[src/rtl/sm3x_pkg.sv]
package sm3x_pkg;

  localparam int WORD_W    = 32;
  localparam int WIN_DEPTH = 16;
  localparam int NUM_ROUNDS = 64;
  localparam int LOOKAHEAD = 4;
  localparam int ROUND_W   = $clog2(NUM_ROUNDS);
  localparam int SLOT_W    = $clog2(WIN_DEPTH);
  localparam int BLOCK_W   = WORD_W * WIN_DEPTH;
  localparam int BYTES_PER_WORD = WORD_W / 8;

  // Control to datapath strobes
  typedef struct packed {
    logic               load;   // capture a new block into the window
    logic               step;   // produce one pair this cycle
    logic               last;   // the round being produced is the final one
    logic [ROUND_W-1:0] round;  // round being produced
  } sm3x_strobe_t;

  function automatic logic [WORD_W-1:0] rotl(input logic [WORD_W-1:0] x, input int n);
    return (x << n) | (x >> (WORD_W - n));
  endfunction

  function automatic logic [WORD_W-1:0] permP1(input logic [WORD_W-1:0] x);
    return x ^ rotl(x, 15) ^ rotl(x, 23);
  endfunction

  function automatic logic [WORD_W-1:0] byteFlip(input logic [WORD_W-1:0] x);
    logic [WORD_W-1:0] y;
    for (int b = 0; b < BYTES_PER_WORD; b++) begin
      y[8*(BYTES_PER_WORD-1-b) +: 8] = x[8*b +: 8];
    end
    return y;
  endfunction

endpackage

[src/rtl/sm3x_ctrl.sv]
module sm3x_ctrl
  import sm3x_pkg::*;
#(
  parameter int ROUNDS = NUM_ROUNDS
) (
  input  logic         clk,
  input  logic         rst,
  input  logic         inValid,
  output logic         inReady,
  output sm3x_strobe_t strobe
);

  localparam logic [ROUND_W-1:0] FINAL_ROUND = ROUND_W'(ROUNDS - 1);

  logic               busy;
  logic [ROUND_W-1:0] roundCnt;
  logic               finalRound;
  logic               loadNow;

  assign finalRound = busy && (roundCnt == FINAL_ROUND);
  assign inReady    = !busy || finalRound;
  assign loadNow    = inValid && inReady;

  always_ff @(posedge clk) begin
    if (rst) begin
      busy     <= 1'b0;
      roundCnt <= '0;
    end else if (loadNow) begin
      busy     <= 1'b1;
      roundCnt <= '0;
    end else if (busy) begin
      if (finalRound) begin
        busy <= 1'b0;
      end
      roundCnt <= roundCnt + ROUND_W'(1);
    end
  end

  always_comb begin
    strobe.load  = loadNow && !rst;
    strobe.step  = busy;
    strobe.last  = finalRound;
    strobe.round = roundCnt;
  end

endmodule

[src/rtl/sm3x_path.sv]
module sm3x_path
  import sm3x_pkg::*;
#(
  parameter int DEPTH = WIN_DEPTH,
  parameter int AHEAD = LOOKAHEAD
) (
  input  logic                clk,
  input  logic                rst,
  input  sm3x_strobe_t        strobe,
  input  logic [BLOCK_W-1:0]  inBlock,
  output logic                outValid,
  output logic [WORD_W-1:0]   outWord,
  output logic [WORD_W-1:0]   outMix,
  output logic [ROUND_W-1:0]  outRound,
  output logic                outLast
);

  localparam int IDX_W = ROUND_W + 1;
  // Slot offsets of each tap relative to the slot of W[t-16], for target W[t]
  localparam logic [SLOT_W-1:0] OFS_M9  = SLOT_W'(DEPTH - 9);
  localparam logic [SLOT_W-1:0] OFS_M3  = SLOT_W'(DEPTH - 3);
  localparam logic [SLOT_W-1:0] OFS_M13 = SLOT_W'(DEPTH - 13);
  localparam logic [SLOT_W-1:0] OFS_M6  = SLOT_W'(DEPTH - 6);

  logic [WORD_W-1:0] win     [DEPTH];
  logic [WORD_W-1:0] swapped [DEPTH];

  // Byte-order conversion of every incoming lane
  for (genvar g = 0; g < DEPTH; g++) begin : gLane
    assign swapped[g] = byteFlip(inBlock[g*WORD_W +: WORD_W]);
  end

  logic [IDX_W-1:0]  aheadIdx;
  logic [SLOT_W-1:0] aheadSlot;
  logic [SLOT_W-1:0] curSlot;
  logic              needGen;
  logic [WORD_W-1:0] tapOld, tapM9, tapM3, tapM13, tapM6;
  logic [WORD_W-1:0] genWord;
  logic [WORD_W-1:0] leadWord;
  logic [WORD_W-1:0] curWord;

  always_comb begin
    aheadIdx  = IDX_W'(strobe.round) + IDX_W'(AHEAD);
    aheadSlot = aheadIdx[SLOT_W-1:0];
    curSlot   = strobe.round[SLOT_W-1:0];
    needGen   = aheadIdx >= IDX_W'(DEPTH);

    tapOld = win[aheadSlot];
    tapM9  = win[aheadSlot + OFS_M9];
    tapM3  = win[aheadSlot + OFS_M3];
    tapM13 = win[aheadSlot + OFS_M13];
    tapM6  = win[aheadSlot + OFS_M6];

    genWord  = permP1(tapOld ^ tapM9 ^ rotl(tapM3, 15)) ^ rotl(tapM13, 7) ^ tapM6;
    leadWord = needGen ? genWord : win[aheadSlot];
    curWord  = win[curSlot];
  end

  // Sliding window: whole-block load wins over the lookahead write
  always_ff @(posedge clk) begin
    if (rst) begin
      for (int i = 0; i < DEPTH; i++) begin
        win[i] <= '0;
      end
    end else if (strobe.load) begin
      for (int i = 0; i < DEPTH; i++) begin
        win[i] <= swapped[i];
      end
    end else if (strobe.step && needGen) begin
      win[aheadSlot] <= genWord;
    end
  end

  // Registered output stage
  always_ff @(posedge clk) begin
    if (rst) begin
      outValid <= 1'b0;
      outWord  <= '0;
      outMix   <= '0;
      outRound <= '0;
      outLast  <= 1'b0;
    end else begin
      outValid <= strobe.step;
      outLast  <= strobe.step && strobe.last;
      if (strobe.step) begin
        outWord  <= curWord;
        outMix   <= curWord ^ leadWord;
        outRound <= strobe.round;
      end
    end
  end

endmodule

[src/rtl/sm3_msg_expander.sv]
module sm3_msg_expander
  import sm3x_pkg::*;
(
  input  logic               clk,
  input  logic               rst,
  input  logic               inValid,
  output logic               inReady,
  input  logic [BLOCK_W-1:0] inBlock,
  output logic               outValid,
  output logic [WORD_W-1:0]  outWord,
  output logic [WORD_W-1:0]  outMix,
  output logic [ROUND_W-1:0] outRound,
  output logic               outLast
);

  sm3x_strobe_t       strobe;
  logic               stepActive;
  logic [ROUND_W-1:0] ctrlRound;

  assign stepActive = strobe.step;
  assign ctrlRound  = strobe.round;

  sm3x_ctrl #(.ROUNDS(NUM_ROUNDS)) u_ctrl (
    .clk     (clk),
    .rst     (rst),
    .inValid (inValid),
    .inReady (inReady),
    .strobe  (strobe)
  );

  sm3x_path #(.DEPTH(WIN_DEPTH), .AHEAD(LOOKAHEAD)) u_path (
    .clk      (clk),
    .rst      (rst),
    .strobe   (strobe),
    .inBlock  (inBlock),
    .outValid (outValid),
    .outWord  (outWord),
    .outMix   (outMix),
    .outRound (outRound),
    .outLast  (outLast)
  );

endmodule

[config.mk]
export PLATFORM = sky130hd
export DESIGN_NAME = sm3_msg_expander
export DESIGN_NICKNAME = d
export VERILOG_FILES = /design/src/rtl/sm3x_pkg.sv /design/src/rtl/sm3x_ctrl.sv /design/src/rtl/sm3x_path.sv /design/src/rtl/sm3_msg_expander.sv
export SDC_FILE = /design/constraint.sdc
export NUM_CORES = 2
export LEC_CHECK = 0
export CORE_MARGIN = 5
export CORE_UTILIZATION = 40
export CTS_CLUSTER_DIAMETER = 200
export DETAILED_ROUTE_END_ITERATION = 16
export DONT_BUFFER_PORTS = 1
export PLACE_DENSITY = 0.63
export SLEW_MARGIN = 10
export SYNTH_ARGS = -nofsm -noshare
export SYNTH_HDL_FRONTEND = slang
export SYNTH_SLANG_ARGS = --single-unit
[constraint.sdc]
create_clock -name clk -period 5.5 [get_ports clk]
set_clock_uncertainty 0.05 [all_clocks]
set_input_delay 0.275 -clock clk [delete_from_list [all_inputs] [get_ports clk]]
set_output_delay 0.275 -clock clk [all_outputs]
set_load 0.02 [all_outputs]
==> metrics.cfg <==
[outcome]
status=finished clean

[global_route]
grt_overflow=0
grt_first_pass_wirelength_um=323900
grt_max_degree=166
grt_pass1_vias=38110
antenna_found_initial=43
track_usage_pct=36.71

[yosys]
synth_edf_count=512
synthArstFlopShare_pct=0
syn_nets=4001
synth-seq-area-share_pct=35.54
synth_seq_cells=595
synth_cells=3472
synth_area_um2=47940
synthFlopType=edfxtp_1
yosys_warnings=0
synth_area_per_cell_um2=13.81
synth.distinct_cells=54

[critical_path]
critical_path_class=reg -> reg
worstPathRequired_ns=5.79
arrival_ns=5.46
slowest_delay_ns=1.12
worst-path-max-fanout=35
slowest_stage=xnor3_1
end_kind=flop
reg2regPathDepth=9
crit_chain=inv_2, ha_4, buf_12, mux4_2, mux4_2, xnor2_1, xor2_2, xnor3_1, o21ai_0
start_kind=flop
crit_top_cell=mux4_2

[hold_path]
hold_class=in -> reg
holdPathStages=2

[detailed_routing]
drt-total-wl_um=238800
drc=0
drt_iter0_drc=8157
via_per_inst=7.434
wl_per_cell_um=43.60
route.vias.total=40720
drtAntennaViolNets=0
drtPass1Iterations=8

[layout]
fin_area_um2=56860
drive_gt1_share_pct=28.70
num-nets-final=4307
area_growth_syn_to_layout_pct=18.59

[timing]
max_freq_ghz=0.1936
fin_tns_setup_ns=0
layout_min_cycle_time_ns=5.167
tightestPinTransition_ns=1.330
slew_headroom_pct=11.07
min_period_over_period_pct=93.94
setup_viol=0
finalHoldViolCount=0
finalMaxSlewViolations=0
rsz0062_at_grt=no

[floorplan]
core_area_um2=119500
initial_core_util_pct=40.12
io_pins=588
fp-row-count=127
die_width_um=356.2
dieHeight_um=356.2
dieArea_um2=126900

[power]
p_int_mw=10.95
swShare_pct=41.41
cellLeakagePower_nw=19.11
p_per_area_nw_per_um2=328.7
p_sw_mw=7.740
comb_power_share_pct=42.5
peakVddDrop_mv=0.4071
seq_power_share_pct=31.8
clock_power_share_pct=25.8

[placed_design]
dpl.hpwl_um=167400
gp_congestion=1.032
placed_area_um2=49850
portBuffers=0

[flow_run]
drv_cap=0

[clock_tree]
clk_latency_ns=0.66
cts_tree=built
clock-sinks=595
cts_setup_buffers=0
clk_pin_slew_ns=0.07
cts_root_buf=clkbuf_16
cts.htree.levels=3
cts_buffers=67
clockBufferDepth=3

timing repair:
item / in CTS / in global routing
hold buffers: 464 / 0
endpoints found under the hold margin: 520 / 0
gates resized for setup: 0 / 0
critical path: cells and delay by family, from the launching register on:
family / cells / cell delay, ns
adder cells (fa/ha/maj): 1 / 0.59
multiplexers: 2 / 0.87
buffers and inverters: 2 / 0.49
flip-flops: 1 / 0.60
AO/OA/AOI/OAI: 1 / 0.25
XOR/XNOR: 3 / 1.90
flip-flops by register name, summed over array words and instances, names as in the netlist, named ones only:
signal           flops
u_path.outLast       1
u_path.win         512
u_path.outRound      6
u_path.outValid      1
u_path.outWord      32
u_ctrl.roundCnt      6
u_path.outMix       32
u_ctrl.busy          1
synthesized netlist by cell type, types with 6 or more instances:
master | number | area, um^2
or3_1 | 26 | 162.7
buf_4 | 35 | 262.8
nand3_1 | 55 | 275.3
o21ai_0 | 502 | 2512
and2_1 | 6 | 37.54
a21oi_1 | 19 | 95.09
dfxtp_1 | 83 | 1662
nor3_1 | 20 | 100.1
xnor2_1 | 70 | 613.1
buf_1 | 27 | 101.4
nand2_1 | 379 | 1423
mux4_1 | 24 | 630.6
xnor3_1 | 52 | 1171
ha_1 | 14 | 175.2
nor2b_1 | 15 | 93.84
nor2_1 | 61 | 229.0
a31oi_1 | 28 | 175.2
mux2_2 | 11 | 123.9
xnor2_2 | 6 | 97.59
a22oi_1 | 13 | 97.59
mux2i_1 | 136 | 1361
nand3b_1 | 188 | 1411
buf_6 | 25 | 281.5
nand4_1 | 10 | 62.56
edfxtp_1 | 512 | 15370
xor2_1 | 44 | 385.4
mux4_2 | 763 | 17180
buf_2 | 65 | 325.3
nand2b_1 | 9 | 56.30
clkbuf_1 | 220 | 825.8
layer usage:
metal	share of wire (%)	global-route usage, %	wire length [um]
met1	34	47.06	81420
met2	39	48.12	93250
met3	19	20.87	46130
met4	7.4	21.31	17750
met5	0.11	0.6038	257
stage by stage:
| stage | std cells | hold slack (ns) | utilization [%] | power, mW | setup WS, ns |
|---|---|---|---|---|---|
| after CTS | 5441 | 0.0009635 | 47.50 | 18.25 | 0.5229 |
| after detailed placement | 4857 | 0.3512 | 41.72 | 13.19 | 0.5630 |
| final | 5478 | 0.03858 | 47.58 | 18.69 | 0.3335 |
| after global placement | 4857 | 0.3456 | 41.72 | 13.12 | 0.6440 |
| after floorplan | 3472 | 0.3424 | - | 10.19 | 0.2451 |
| after global routing | 5458 | 0.01738 | 47.54 | 18.99 | 0.3153 |
cell usage in the layout, fill, tap and decap left out, drive strengths merged, types with 19 or more instances in the layout:
| master | synthesis | layout |
|---|---|---|
| mux4 | 787 | 787 |
| edfxtp | 512 | 512 |
| o21ai | 502 | 502 |
| dlygate4sd3 | 0 | 462 |
| nand2 | 379 | 379 |
| nand3b | 188 | 188 |
| buf | 158 | 154 |
| mux2i | 137 | 137 |
| clkbuf | 221 | 87 |
| dfxtp | 83 | 83 |
| xnor2 | 77 | 77 |
| nor2 | 61 | 61 |
| xnor3 | 56 | 56 |
| nand3 | 55 | 55 |
| xor2 | 47 | 47 |
| diode | 0 | 37 |
| a31oi | 28 | 28 |
| or3 | 26 | 26 |
| nor3 | 20 | 20 |
| clkinv | 0 | 20 |
| a21oi | 19 | 19 |
kinds of logic (layout without fill, tap and decap cells):
kind of cell    after synthesis  count (layout)  synth area share (%)
xor+xnor                    182             182                 5.209
simple gates                776             776                 8.140
flops                       595             595                 35.54
fa+ha+maj                    14              14                0.3654
mux                         935             935                 40.28
buf+inv                     385             742                 4.024
compound gates              585             585                 6.441
other cells                   0              37                     0
power by group through the flow:
stage                     Sequential (mW)  Combinational (mW)  Clock [mW]
after detailed placement             5.96                7.23           0
after CTS                            5.87                7.59        4.79
after floorplan                      5.66                4.53           0
final                                5.94                7.94        4.81
after global routing                 5.94                8.09        4.96
after global placement               5.96                7.17           0
final cells by class:
| type | instances | area [um^2] |
|---|---|---|
| Multi-Input combinational cell | 2492 | 29230 |
| Clock inverter | 33 | 344.1 |
| Sequential cell | 595 | 17060 |
| Inverter | 6 | 22.52 |
| Antenna cell | 37 | 92.59 |
| Timing Repair Buffer | 616 | 6188 |
| Fill cell | 10350 | 62640 |
| Clock buffer | 87 | 1898 |
| Tap cell | 1612 | 2017 |
path summary, 6_finish.rpt:
kind                      startpoint                 end  slack, ns
hold / removal                   rst  u_path.outRound[2]       0.04
hold reg to reg   u_ctrl.roundCnt[5]  u_path.outRound[5]       0.54
setup / recovery  u_ctrl.roundCnt[1]  u_path.win[12][24]       0.33
setup reg to reg  u_ctrl.roundCnt[1]  u_path.win[12][24]       0.33
(Power assumes the default switching activity.)
